## src/rtl/irq_chain_pkg.sv

```systemverilog
package irq_chain_pkg;
  localparam int unsigned BUS_W = 16;

  typedef enum logic [2:0] {
    ST_IDLE,
    ST_PASS,
    ST_TAKE,
    ST_VEC,
    ST_REPLY
  } ack_state_e;
endpackage

```

## src/rtl/irq_chain_sync.sv

```systemverilog
module irq_chain_sync #(
  parameter int unsigned WIDTH  = 3,
  parameter int unsigned STAGES = 2
) (
  input  logic             clk,
  input  logic             rst_n,
  input  logic [WIDTH-1:0] d,
  output logic [WIDTH-1:0] q
);
  logic [WIDTH-1:0] stage_q [STAGES];

  for (genvar g = 0; g < STAGES; g++) begin : g_stage
    if (g == 0) begin : g_first
      always_ff @(posedge clk or negedge rst_n) begin
        if (!rst_n) stage_q[g] <= '0;
        else        stage_q[g] <= d;
      end
    end else begin : g_next
      always_ff @(posedge clk or negedge rst_n) begin
        if (!rst_n) stage_q[g] <= '0;
        else        stage_q[g] <= stage_q[g-1];
      end
    end
  end

  assign q = stage_q[STAGES-1];
endmodule

```

## src/rtl/irq_chain_regs.sv

```systemverilog
module irq_chain_regs (
  input  logic clk,
  input  logic rst_n,
  input  logic init,
  input  logic ie_we,
  input  logic ie_wdata,
  input  logic req_set,
  input  logic req_clr,
  output logic ie_q,
  output logic req_q,
  output logic irq
);
  always_ff @(posedge clk or negedge rst_n) begin
    if (!rst_n) begin
      ie_q <= 1'b0;
    end else if (init) begin
      ie_q <= 1'b0;
    end else if (ie_we) begin
      ie_q <= ie_wdata;
    end
  end

  always_ff @(posedge clk or negedge rst_n) begin
    if (!rst_n) begin
      req_q <= 1'b0;
    end else if (init) begin
      req_q <= 1'b0;
    end else if (req_set) begin
      req_q <= 1'b1;
    end else if (req_clr) begin
      req_q <= 1'b0;
    end
  end

  assign irq = ie_q & req_q;

  AST_INIT_CLEARS: assert property (@(posedge clk) disable iff (!rst_n)
    $past(init) |-> (!ie_q && !req_q));

  AST_IRQ_RISE_CAUSE: assert property (@(posedge clk) disable iff (!rst_n)
    $rose(irq) |-> $past(ie_we || req_set));

  AST_SET_BEATS_CLEAR: assert property (@(posedge clk) disable iff (!rst_n)
    $past(req_set && req_clr && !init) |-> req_q);
endmodule

```

## src/rtl/irq_chain_fsm.sv

```systemverilog
module irq_chain_fsm
  import irq_chain_pkg::*;
(
  input  logic clk,
  input  logic rst_n,
  input  logic init,
  input  logic iak_s,
  input  logic din_s,
  input  logic sync_s,
  input  logic requesting,
  output logic pass_q,
  output logic drive_vec,
  output logic rply,
  output logic req_clr
);
  ack_state_e state_q, state_d;

  always_comb begin
    state_d = state_q;
    unique case (state_q)
      ST_IDLE:  if (iak_s) state_d = requesting ? ST_TAKE : ST_PASS;
      ST_PASS:  if (!iak_s) state_d = ST_IDLE;
      ST_TAKE: begin
        if (!iak_s)                  state_d = ST_IDLE;
        else if (din_s && !sync_s)   state_d = ST_VEC;
      end
      ST_VEC:   state_d = ST_REPLY;
      ST_REPLY: if (!din_s && !iak_s) state_d = ST_IDLE;
      default:  state_d = ST_IDLE;
    endcase
  end

  always_ff @(posedge clk or negedge rst_n) begin
    if (!rst_n)    state_q <= ST_IDLE;
    else if (init) state_q <= ST_IDLE;
    else           state_q <= state_d;
  end

  assign pass_q    = (state_q == ST_PASS);
  assign drive_vec = (state_q == ST_VEC) || (state_q == ST_REPLY);
  assign rply      = (state_q == ST_REPLY);
  assign req_clr   = (state_q == ST_VEC);

  AST_REPLY_AFTER_VECTOR: assert property (@(posedge clk) disable iff (!rst_n)
    $rose(rply) |-> $past(drive_vec));

  AST_PASS_WHEN_IDLE_NOREQ: assert property (@(posedge clk) disable iff (!rst_n)
    (state_q == ST_IDLE && iak_s && !requesting && !init) |=> pass_q);

  AST_DECISION_HELD: assert property (@(posedge clk) disable iff (!rst_n)
    (pass_q && iak_s && !init) |=> (pass_q && !drive_vec));

  AST_NO_VEC_DURING_SYNC: assert property (@(posedge clk) disable iff (!rst_n)
    (state_q == ST_TAKE && sync_s) |=> !drive_vec);
endmodule

```

## src/rtl/irq_chain_node.sv

```systemverilog
module irq_chain_node #(
  parameter logic [15:0] VECTOR      = 16'h0040,
  parameter int unsigned SYNC_STAGES = 2
) (
  input  logic        clk,
  input  logic        rst_n,
  input  logic        bus_init,
  input  logic        ie_we,
  input  logic        ie_wdata,
  input  logic        req_set,
  input  logic        sync_in,
  input  logic        din_in,
  input  logic        iak_in,
  output logic        irq_out,
  output logic        iak_out,
  output logic        rply_out,
  output logic [15:0] dal_out,
  output logic        dal_oe
);
  import irq_chain_pkg::*;

  localparam int unsigned NUM_ASYNC = 3;

  logic [NUM_ASYNC-1:0] async_raw, async_s;
  logic ie_q, req_q, irq;
  logic pass_q, drive_vec, rply, req_clr;

  assign async_raw = {iak_in, din_in, sync_in};

  irq_chain_sync #(
    .WIDTH (NUM_ASYNC),
    .STAGES(SYNC_STAGES)
  ) u_sync (
    .clk  (clk),
    .rst_n(rst_n),
    .d    (async_raw),
    .q    (async_s)
  );

  irq_chain_regs u_regs (
    .clk     (clk),
    .rst_n   (rst_n),
    .init    (bus_init),
    .ie_we   (ie_we),
    .ie_wdata(ie_wdata),
    .req_set (req_set),
    .req_clr (req_clr),
    .ie_q    (ie_q),
    .req_q   (req_q),
    .irq     (irq)
  );

  irq_chain_fsm u_fsm (
    .clk       (clk),
    .rst_n     (rst_n),
    .init      (bus_init),
    .iak_s     (async_s[2]),
    .din_s     (async_s[1]),
    .sync_s    (async_s[0]),
    .requesting(irq),
    .pass_q    (pass_q),
    .drive_vec (drive_vec),
    .rply      (rply),
    .req_clr   (req_clr)
  );

  assign irq_out  = irq;
  assign iak_out  = pass_q & iak_in;
  assign rply_out = rply;
  assign dal_oe   = drive_vec;
  assign dal_out  = drive_vec ? VECTOR : '0;

  AST_EXCLUSIVE_ROLE: assert property (@(posedge clk) disable iff (!rst_n)
    !(iak_out && dal_oe));

  AST_REQ_GONE_ON_REPLY: assert property (@(posedge clk) disable iff (!rst_n)
    ($rose(rply_out) && !$past(req_set)) |-> (!irq_out && $stable(ie_q)));
endmodule

```

## config.mk

```make
export PLATFORM = sky130hd
export DESIGN_NAME = irq_chain_node
export DESIGN_NICKNAME = d
export VERILOG_FILES = /design/src/rtl/irq_chain_pkg.sv /design/src/rtl/irq_chain_sync.sv /design/src/rtl/irq_chain_regs.sv /design/src/rtl/irq_chain_fsm.sv /design/src/rtl/irq_chain_node.sv
export SDC_FILE = /design/constraint.sdc
export NUM_CORES = 1
export LEC_CHECK = 0
export BUFFER_PORTS_ARGS = -buffer_cell sky130_fd_sc_hd__buf_2
export CELL_PAD_IN_SITES_DETAIL_PLACEMENT = 0
export CELL_PAD_IN_SITES_GLOBAL_PLACEMENT = 1
export CORE_AREA = 2 2 46 48
export CTS_CLUSTER_SIZE = 14
export DETAILED_ROUTE_END_ITERATION = 8
export DIE_AREA = 0 0 48 50
export MAX_ROUTING_LAYER = met4
export PLACE_DENSITY = 0.69
export SETUP_SLACK_MARGIN = 0.4
export SLEW_MARGIN = 20
export SYNTH_ARGS = -nofsm -noshare
export SYNTH_HDL_FRONTEND = slang
export SYNTH_SLANG_ARGS = --single-unit
```

## constraint.sdc

```tcl
create_clock -name clk -period 1.6 [get_ports clk]
set_input_delay 0.32 -clock clk [delete_from_list [all_inputs] [get_ports clk]]
set_output_delay 0.32 -clock clk [all_outputs]
set_load 0.02 [all_outputs]
```

==> metrics, run 1 <==
ANT nets after route 0; Initial Util 28.9%; Final Util 39.1%; synth unique cells 18; Mapped Area 551 sq um; synth warn 0; Layout Area Growth over Synthesis 35.2%; final RePlAce weighted congestion 0.651; gr ovfl total 0; # clock sinks 11; GRT Resource Usage Total 9.03%; min cycle time layout 1550 ps; Worst-path clk slew 70 ps; PwrDens 779 nW/um^2; clock tree from TritonCTS built; Post-Place Cells 90; vias in the first global route 322; DP Worst Slack 185 ps; final period utilization 96.7%; vias per inst 3.96; DP HPWL 683 microns; GR peak layer met2; Worst Setup Slack, final 52.7 ps; Critical Path RT 1280 ps; grt met2 use 12.7%; die height 50 microns; Routed WL per cell 9.47 microns; crit-path max FO 7; root buffer cell clkbuf_4; first-pass GRT wire length 1440 microns; worst-skew pair later-pin latency 260 ps; Fmax 646 MHz; Remaining DRCs 0; Hold Slack 160 ps; DR iter-0 viols 6; Hold Vio Cnt, Final 0; CP max stage cell dfrtp_2; Setup TNS 0 ps; Min-Delay Path Class in -> reg; #FFs+latches synth 11; num ports 29; Leak 0.361 nW; Max VDD drop 0.525 mV; count of nets after finishing 83; Final Max Slew Viols 0; type of origin of the critical path flip-flop; critical path class reg -> out; layout cells sized above 1 45.2%; total power 580 uW; worst path arrival time 1230 ps; clock buffer depth 2; die area 2400 sq um; commonest non-fill, non-tap cell in the layout conb_1; chip width 48 microns; Critical Path Sink Type output port; total inserted antenna cells 0; Post-Route WL 947 microns; worst path cell trace nor3b_4 -> nand2b_4 -> buf_6; GRT met1 Usage 10.7%; register area share after synthesis 50.0%; Cell Rows 16; largest net degree at the start of global routing 12; via count 396; max incr delay on CP 470 ps; initial antenna violation count 0; Post-DP Area 616 sq um; core area 1900 sq um; FILL cells 205; htree depth 1; drt first pass iters 4; commonest non-fill, non-tap cells in the layout 15 x conb_1, 9 x dfrtp_1, 8 x buf_2; syn_area_per_cell 10.8 sq um; post-layout instance area 744 sq um; RSZ-0062 raised after global routing yes; number of port buffers 13; Post-Layout Cell Count 100; CTS Buf Count 3; Worst Skew 3.28 ps; Setup violations, final 0; outcome completed; GR Util met3 4.40%; Max-Cap Viols 0; Mapped Cells 51
[worst paths after layout]
check	endpoint	from	slack, ps	depth (start not counted)
worst max-delay path	dal_oe	u_fsm.state_q[1]	50	3
max in group asynchronous	u_fsm.state_q[2]	rst_n	930	2
worst min register to register	u_sync.q[0]	u_sync.stage_q[3]	350	0
worst min-delay path	u_sync.stage_q[3]	sync_in	160	1
min in group asynchronous	u_sync.q[1]	rst_n	450	2
worst max register to register	u_fsm.state_q[0]	u_fsm.state_q[1]	190	4
[flip-flops by register name, indices dropped and copies added, names as in the netlist]
signal / flops
u_fsm.state_q: 3
u_regs.ie_q: 1
u_sync.stage_q: 3
u_sync.q: 3
u_regs.req_q: 1
[layer usage]
layer | vias up | part of all wire [%]
met1 | 184 | 44
met5 | - | 0
met4 | 0 | 1.3
li1 | 187 | -
met3 | 2 | 6.5
met2 | 23 | 48
[synth_stat cells]
| cell | n | area [sq um] |
|---|---|---|
| a21oi_1 | 4 | 20.0 |
| and2_1 | 1 | 6.26 |
| buf_4 | 16 | 120 |
| conb_1 | 1 | 3.75 |
| dfrtp_1 | 11 | 275 |
| inv_1 | 2 | 7.51 |
| mux2i_1 | 1 | 10.0 |
| nand2b_1 | 3 | 18.8 |
| nand3b_1 | 1 | 7.51 |
| nor2_1 | 3 | 11.3 |
| nor3b_1 | 1 | 7.51 |
| nor4_1 | 1 | 6.26 |
| nor4b_1 | 1 | 8.76 |
| o21ai_0 | 1 | 5.00 |
| o32a_1 | 1 | 10.0 |
| o41ai_2 | 1 | 16.3 |
| or3b_1 | 1 | 8.76 |
| or4_1 | 1 | 7.51 |
[worst max-delay path: cells and delay by family (launching register included)]
kind | cells | cell delay, ps
buffers and inverters | 1 | 120
flip-flops | 1 | 470
AND/OR/NAND/NOR | 2 | 380
[final cells by class]
type | count | area [sq um] | share of cell area [%]
sequential | 11 | 278 | 37.3
multi-input combinational | 36 | 239 | 32.1
timing repair buffer | 20 | 159 | 21.3
tap | 27 | 33.8 | 4.54
clock buffer | 3 | 22.5 | 3.03
inverter | 2 | 7.51 | 1.01
clock inverter | 1 | 5.00 | 0.672
[logic make-up after synthesis]
group	count (synthesis)	share of synthesized area (%)
AO/OA/AOI/OAI	7	9.32
buffers and inverters	18	23.2
other	1	0.681
multiplexers	1	1.82
flip-flops	11	50.0
AND/OR/NAND/NOR	13	15.0
[timing repair]
item,in CTS,in global routing
pin swaps,5,2
resized for setup,11,7
endpoints found under the hold margin,11,0
buffers inserted,3,2
endpoints found under the setup margin,6,7
hold buffers,1,0
[report_power, final]
part / switching, mW / leakage, nW / total [mW] / internal [mW]
logic: 0.0632 / 0.210 / 0.0978 / 0.0345
registers: 0.00858 / 0.133 / 0.300 / 0.292
clock network: 0.0893 / 0.0177 / 0.182 / 0.0922
No activity file was read; power rests on OpenSTA's default activity.
==> run 2, diff against run 1 <==
--- a/config.mk
+++ b/config.mk
@@ -9,12 +9,13 @@
 export CELL_PAD_IN_SITES_DETAIL_PLACEMENT = 0
 export CELL_PAD_IN_SITES_GLOBAL_PLACEMENT = 1
 export CORE_AREA = 2 2 46 48
+export CTS_CLUSTER_DIAMETER = 50
 export CTS_CLUSTER_SIZE = 14
 export DETAILED_ROUTE_END_ITERATION = 8
 export DIE_AREA = 0 0 48 50
 export MAX_ROUTING_LAYER = met4
 export PLACE_DENSITY = 0.69
-export SETUP_SLACK_MARGIN = 0.4
+export SETUP_SLACK_MARGIN = 0.3
 export SLEW_MARGIN = 20
 export SYNTH_ARGS = -nofsm -noshare
 export SYNTH_HDL_FRONTEND = slang
==> run 2 against run 1 <==
Via count is the same. Worst hold slack lost 3.9 ps. First-iteration DRC count up 83%. Power grew 0.63%. Die area did not move. Flip-flop and latch count is the same. Non-clock buffer count is 1 lower. Setup slack got worse by 7.6 ps. Routed wire length fell by 2.6%. Cell count shrank 1.0%. Clock power hardly changed. Critical path type unchanged. Critical endpoint is now dal_out[6]. Largest cell class unchanged.
==> metrics, run 2 (synthesized netlist as in run 1, its figures left out) <==
type of origin of the critical path flip-flop; RSZ-0062 raised after global routing yes; critical path class reg -> out; PwrDens 812 nW/um^2 (+4.3%); Final Max Slew Viols 0 (unchanged); Sequential Power Share 51.3% (-0.5 points); drt first pass iters 4 (unchanged); layout cells sized above 1 40.3% (-4.9 points); Initial Util 28.9% (unchanged); Hold Slack 156 ps (-3.89 ps); Final Util 37.8% (-1.4 points); final period utilization 97.2% (+0.48 points); gr ovfl total 0 (unchanged); Min-Delay Path Class in -> reg; clock tree from TritonCTS built; Layout Area Growth over Synthesis 30.5%; commonest non-fill, non-tap cells in the layout 15 x conb_1, 9 x dfrtp_1, 8 x buf_2; chip width 48 microns (unchanged); Fmax 643 MHz (-0.49%); Post-Place Cells 90 (unchanged); initial antenna violation count 0 (unchanged); post-layout instance area 718 sq um (-3.5%); via count 396 (unchanged); num ports 29 (unchanged); total power 583 uW (+0.63%); Critical Path Sink Type output port; largest net degree at the start of global routing 12 (unchanged); commonest non-fill, non-tap cell in the layout conb_1; ANT nets after route 0 (unchanged); htree depth 1 (unchanged); CTS Buf Count 3 (unchanged); DR iter-0 viols 11 (+5); Max VDD drop 0.516 mV (-1.7%); Remaining DRCs 0 (unchanged); Cell Rows 16 (unchanged); WHS Endpoint u_sync.stage_q[3]; cell count of the worst hold path 1 (unchanged); HP Start sync_in; GRT Resource Usage Total 9.23% (+0.20 points); Max-Cap Viols 0 (unchanged); outcome completed; Clk pwr share 31.6% (+0.3 points); vias in the first global route 357 (+11%); clock buffer depth 2 (unchanged); Critical R2R Capture u_fsm.state_q[0]; core area 1900 sq um (unchanged); # clock sinks 11 (unchanged); R2R Setup Slk 190 ps (about the same); Post-DP Area 616 sq um (unchanged); Reg2Reg Launch Point u_fsm.state_q[1]; count of nets after finishing 82 (-1.2%); first-pass GRT wire length 1500 microns (+4.3%); worst path arrival time 1230 ps (about the same); Combinational Power Share 17.1% (+0.2 points); Routed WL per cell 9.31 microns (-1.7%); Critical Path RT 1280 ps (about the same); crit-path max FO 4 (-3); die height 50 microns (unchanged); Worst Skew 2.74 ps (-0.536 ps); worst reg-to-reg path cell count 4 (unchanged); Worst-path clk slew 70 ps (about the same); Post-Layout Cell Count 99 (-1.0%); final RePlAce weighted congestion 0.673 (+3.3%); number of port buffers 13 (unchanged); Psw 163 uW (+1.4%); internal power 420 uW (+0.34%); vias per inst 4.00 (+1.0%); die area 2400 sq um (unchanged); total inserted antenna cells 0 (unchanged); Post-Route WL 922 microns (-2.6%); Hold Vio Cnt, Final 0 (unchanged); Leak 0.353 nW (-2.2%); min cycle time layout 1550 ps (+7.63 ps); Sw Ratio 28.0% (+0.21 points); root buffer cell clkbuf_4; Setup violations, final 0 (unchanged); worst-skew pair later-pin latency 260 ps (about the same); DP HPWL 655 microns (-4.1%)
==> run 2: cell types whose count changed in the layout (fill, tap and decap cells not counted), sizes merged <==
cell	delta
buf	-1
==> run 2: layout make-up <==
type	instances	area, sq um
clock buffer	3	22.5
fill	194	1180
clock inverter	1	5.00
timing repair buffer	19	144
sequential	11	278
inverter	2	7.51
multi-input combinational	36	228
tap	27	33.8
==> run 2: critical path, stage by stage (launching register included) <==
cell and delay (ps):
dfrtp_1 380, buf_6 130, nor3b_4 180, nand2b_4 160, buf_6 120
==> run 2: repair_timing <==
action,CTS,global route
pin swaps,3,3
gates resized for setup,9,3
endpoints found under the hold margin,11,0
hold buffers,1,0
buffers inserted,2,2
endpoints found under the setup margin,6,7
==> run 2: power groups by stage <==
| stage | Sequential, mW | Combinational [mW] | Clock, mW |
|---|---|---|---|
| 2_1_floorplan | 0.305 | 0.0872 | 0 |
| 5_1_grt | 0.301 | 0.111 | 0.207 |
| 3_3_place_gp | 0.303 | 0.0883 | 0 |
| 6_report | 0.299 | 0.0998 | 0.184 |
| 3_5_place_dp | 0.304 | 0.0893 | 0 |
| 4_1_cts | 0.299 | 0.0954 | 0.195 |
==> run 2: through the flow <==
step	TNS (ps)	setup slack [ps]
floorplan	0	148
global placement	0	228
finish	0	45.0
global route	-78.9	-39.6
CTS	0	17.3
detailed placement	0	167
==> run 2: routing by layer <==
layer	part of all wire (%)	global-route usage [%]	wire length, microns	vias up
met5	0	-	0	-
met1	46	12.7	421	177
met2	45	12.0	414	32
li1	-	-	-	185
met4	0.87	4.05	8	0
met3	8.5	3.30	78	2
==> run 2: worst max-delay path by stage <==
stage                      from               end  slack [ps]  depth (start not counted)
6_report       u_fsm.state_q[0]        dal_out[6]          50                          4
4_1_cts        u_fsm.state_q[0]           iak_out          20                          4
3_5_place_dp   u_fsm.state_q[0]  u_fsm.state_q[0]         170                          4
2_1_floorplan  u_fsm.state_q[1]        dal_out[6]         150                          3
3_3_place_gp   u_fsm.state_q[0]  u_fsm.state_q[0]         230                          4
5_1_grt        u_fsm.state_q[0]            dal_oe         -40                          4
==> run 3, diff against run 2 <==
==> constraint.sdc (replaced) <==
create_clock -name clk -period 1.5 [get_ports clk]
set_input_delay 0.3 -clock clk [delete_from_list [all_inputs] [get_ports clk]]
set_output_delay 0.3 -clock clk [all_outputs]
set_load 0.02 [all_outputs]
==> run 3 against run 2 <==
Power rose by 7.3%. Cell count down 1.0%. Combinational power grew 5%. Sequential power up 7.4%. Sequential share of layout area unchanged. Die area did not move. The flow now finishes with violations (negative setup slack). Largest cell class unchanged. First-iteration DRC count fell by 82%. Non-clock buffer count down 1. Global-route usage down 0.24 points. Clock-buffer cell count is 1 higher.
==> metrics, run 3 (synthesized netlist as in run 1, its figures left out) <==
core area 1900 sq um (unchanged); Worst Skew 6.34 ps (+3.60 ps); num ports 29 (unchanged); first-pass GRT wire length 1350 microns (-10%); die height 50 microns (unchanged); crit-path max FO 4 (unchanged); Cell Rows 16 (unchanged); gr ovfl total 0 (unchanged); final RePlAce weighted congestion 0.674 (+0.18%); Setup TNS -133 ps (-133 ps); Final Max Slew Viols 0 (unchanged); worst reg-to-reg path cell count 4 (unchanged); Reg2Reg Launch Point u_fsm.state_q[1]; vias per inst 3.89 (-2.8%); Top Layer Used met4; vias in the first global route 306 (-14%); worst path cell trace buf_6 -> nor3b_4 -> nand2b_4 -> buf_6; R2R Setup Slk 120 ps (-70 ps); Min-Delay Path Class in -> reg; Worst Setup Slack, final -54.9 ps (-99.9 ps); commonest non-fill, non-tap cell in the layout conb_1; Max-Cap Viols 0 (unchanged); critical path class reg -> out; CP max stage cell dfrtp_1; chip width 48 microns (unchanged); die area 2400 sq um (unchanged); type of origin of the critical path flip-flop; cell mode on critical path buf_6; max incr delay on CP 390 ps (about the same); Routed WL per cell 8.82 microns (-5.3%); Hold Vio Cnt, Final 0 (unchanged); clock buffer depth 2 (unchanged); critical path's top delay family flip-flops; worst-skew pair later-pin latency 270 ps (about the same); ANT nets after route 0 (unchanged); Post-Route WL 864 microns (-6.3%); Critical R2R Capture u_fsm.state_q[0]; Critical Path Sink Type output port; htree depth 1 (unchanged); DRT met1 WL 369 microns (-12%); Leak 0.349 nW (-0.96%); Max VDD drop 0.728 mV (+41%); CP endpoint dal_oe; initial antenna violation count 0 (unchanged); WL met2 367 microns (-11%); Fmax 643 MHz; GRT Resource Usage Total 8.99% (-0.24 points); violated checks negative setup slack; Initial Util 28.9% (unchanged); DP HPWL 645 microns (-1.7%); root buffer cell clkbuf_4; worst path bufs/invs 2 (unchanged); drt first pass iters 2 (-2); Worst-path clk slew 70 ps (about the same); PwrDens 872 nW/um^2 (+7.3%); final period utilization 104%; via count 381 (-3.8%); Layout Area Growth over Synthesis 30.5% (unchanged); Crit path depth 4 (unchanged); Worst Setup SP u_fsm.state_q[0]; routed wl met3 99 microns (+27%); Critical Path RT 1200 ps (-80 ps); outcome finished, violations left; DP Worst Slack 120 ps (-47.6 ps); total power 626 uW (+7.3%); total inserted antenna cells 0 (unchanged); layout cells sized above 1 42.3% (+2.0 points); clock tree from TritonCTS built; commonest non-fill, non-tap cells in the layout 15 x conb_1, 9 x buf_2, 9 x dfrtp_1; count of nets after finishing 81 (-1.2%); Remaining DRCs 0 (unchanged); min cycle time layout 1550 ps; # clock sinks 11 (unchanged); number of port buffers 13 (unchanged); DR iter-0 viols 2 (-9); RSZ-0062 raised after global routing yes; CTS Buf Count 3 (unchanged); worst path arrival time 1250 ps (+20 ps); Setup violations, final 3 (+3); largest net degree at the start of global routing 12 (unchanged)
-- run 3: changes by cell type in the layout (fill, tap and decap cells not counted), sizes merged --
cell	delta
clkinv	-1
buf	-1
clkbuf	+1
-- run 3: worst min-delay path by stage --
stage	startpoint	endpoint	slack, ps	depth (start not counted)
floorplan	rst_n	u_fsm.state_q[0]	4	0
global placement	rst_n	u_sync.stage_q[5]	180	1
detailed placement	rst_n	u_fsm.state_q[0]	180	1
CTS	sync_in	u_sync.stage_q[3]	130	1
global route	sync_in	u_sync.stage_q[3]	120	1
finish	sync_in	u_sync.stage_q[3]	140	1
-- run 3: routing by layer --
layer	GRT usage [%]	vias up
met1	10.1	168
met3	5.49	4
li1	-	183
met5	-	-
met4	6.76	0
met2	11.1	26
-- run 3: timing repair --
item / 4_1_cts / 5_1_grt
setup buffers: 2 / 1
endpoints found under the hold margin: 11 / 0
hold buffers: 1 / 0
resized for setup: 13 / 1
setup endpoints to repair: 6 / 7
pin swaps: 3 / 2
-- run 3: worst reg2reg max path: stages (launching register included) --
cell and delay, ps:
dfrtp_2 440, buf_4 140, or3b_1 340, o32a_1 170, o41ai_2 190
-- run 3: layout make-up --
| class | count | area (sq um) |
|---|---|---|
| sequential | 11 | 278 |
| clock buffer | 4 | 26.3 |
| timing repair buffer | 18 | 134 |
| multi-input combinational | 36 | 239 |
| tap | 27 | 33.8 |
| fill | 196 | 1180 |
| inverter | 2 | 7.51 |
-- run 3: per-stage QoR --
| stage | cell area (sq um) | cells | hold WS [ps] | util [%] |
|---|---|---|---|---|
| 3_3_place_gp | 623 | 90 | 179 | 32.8 |
| 3_5_place_dp | 623 | 90 | 182 | 32.8 |
| 4_1_cts | 707 | 97 | 127 | 37.2 |
| 6_report | 718 | 98 | 136 | 37.8 |
| 2_1_floorplan | 641 | 65 | 4.41 | - |
| 5_1_grt | 718 | 98 | 123 | 37.8 |
-- run 3: power by group --
part	switching [mW]	internal [mW]	total, mW
sequential	0.00936	0.311	0.321
combinational	0.0665	0.0383	0.105
clock	0.0975	0.103	0.201
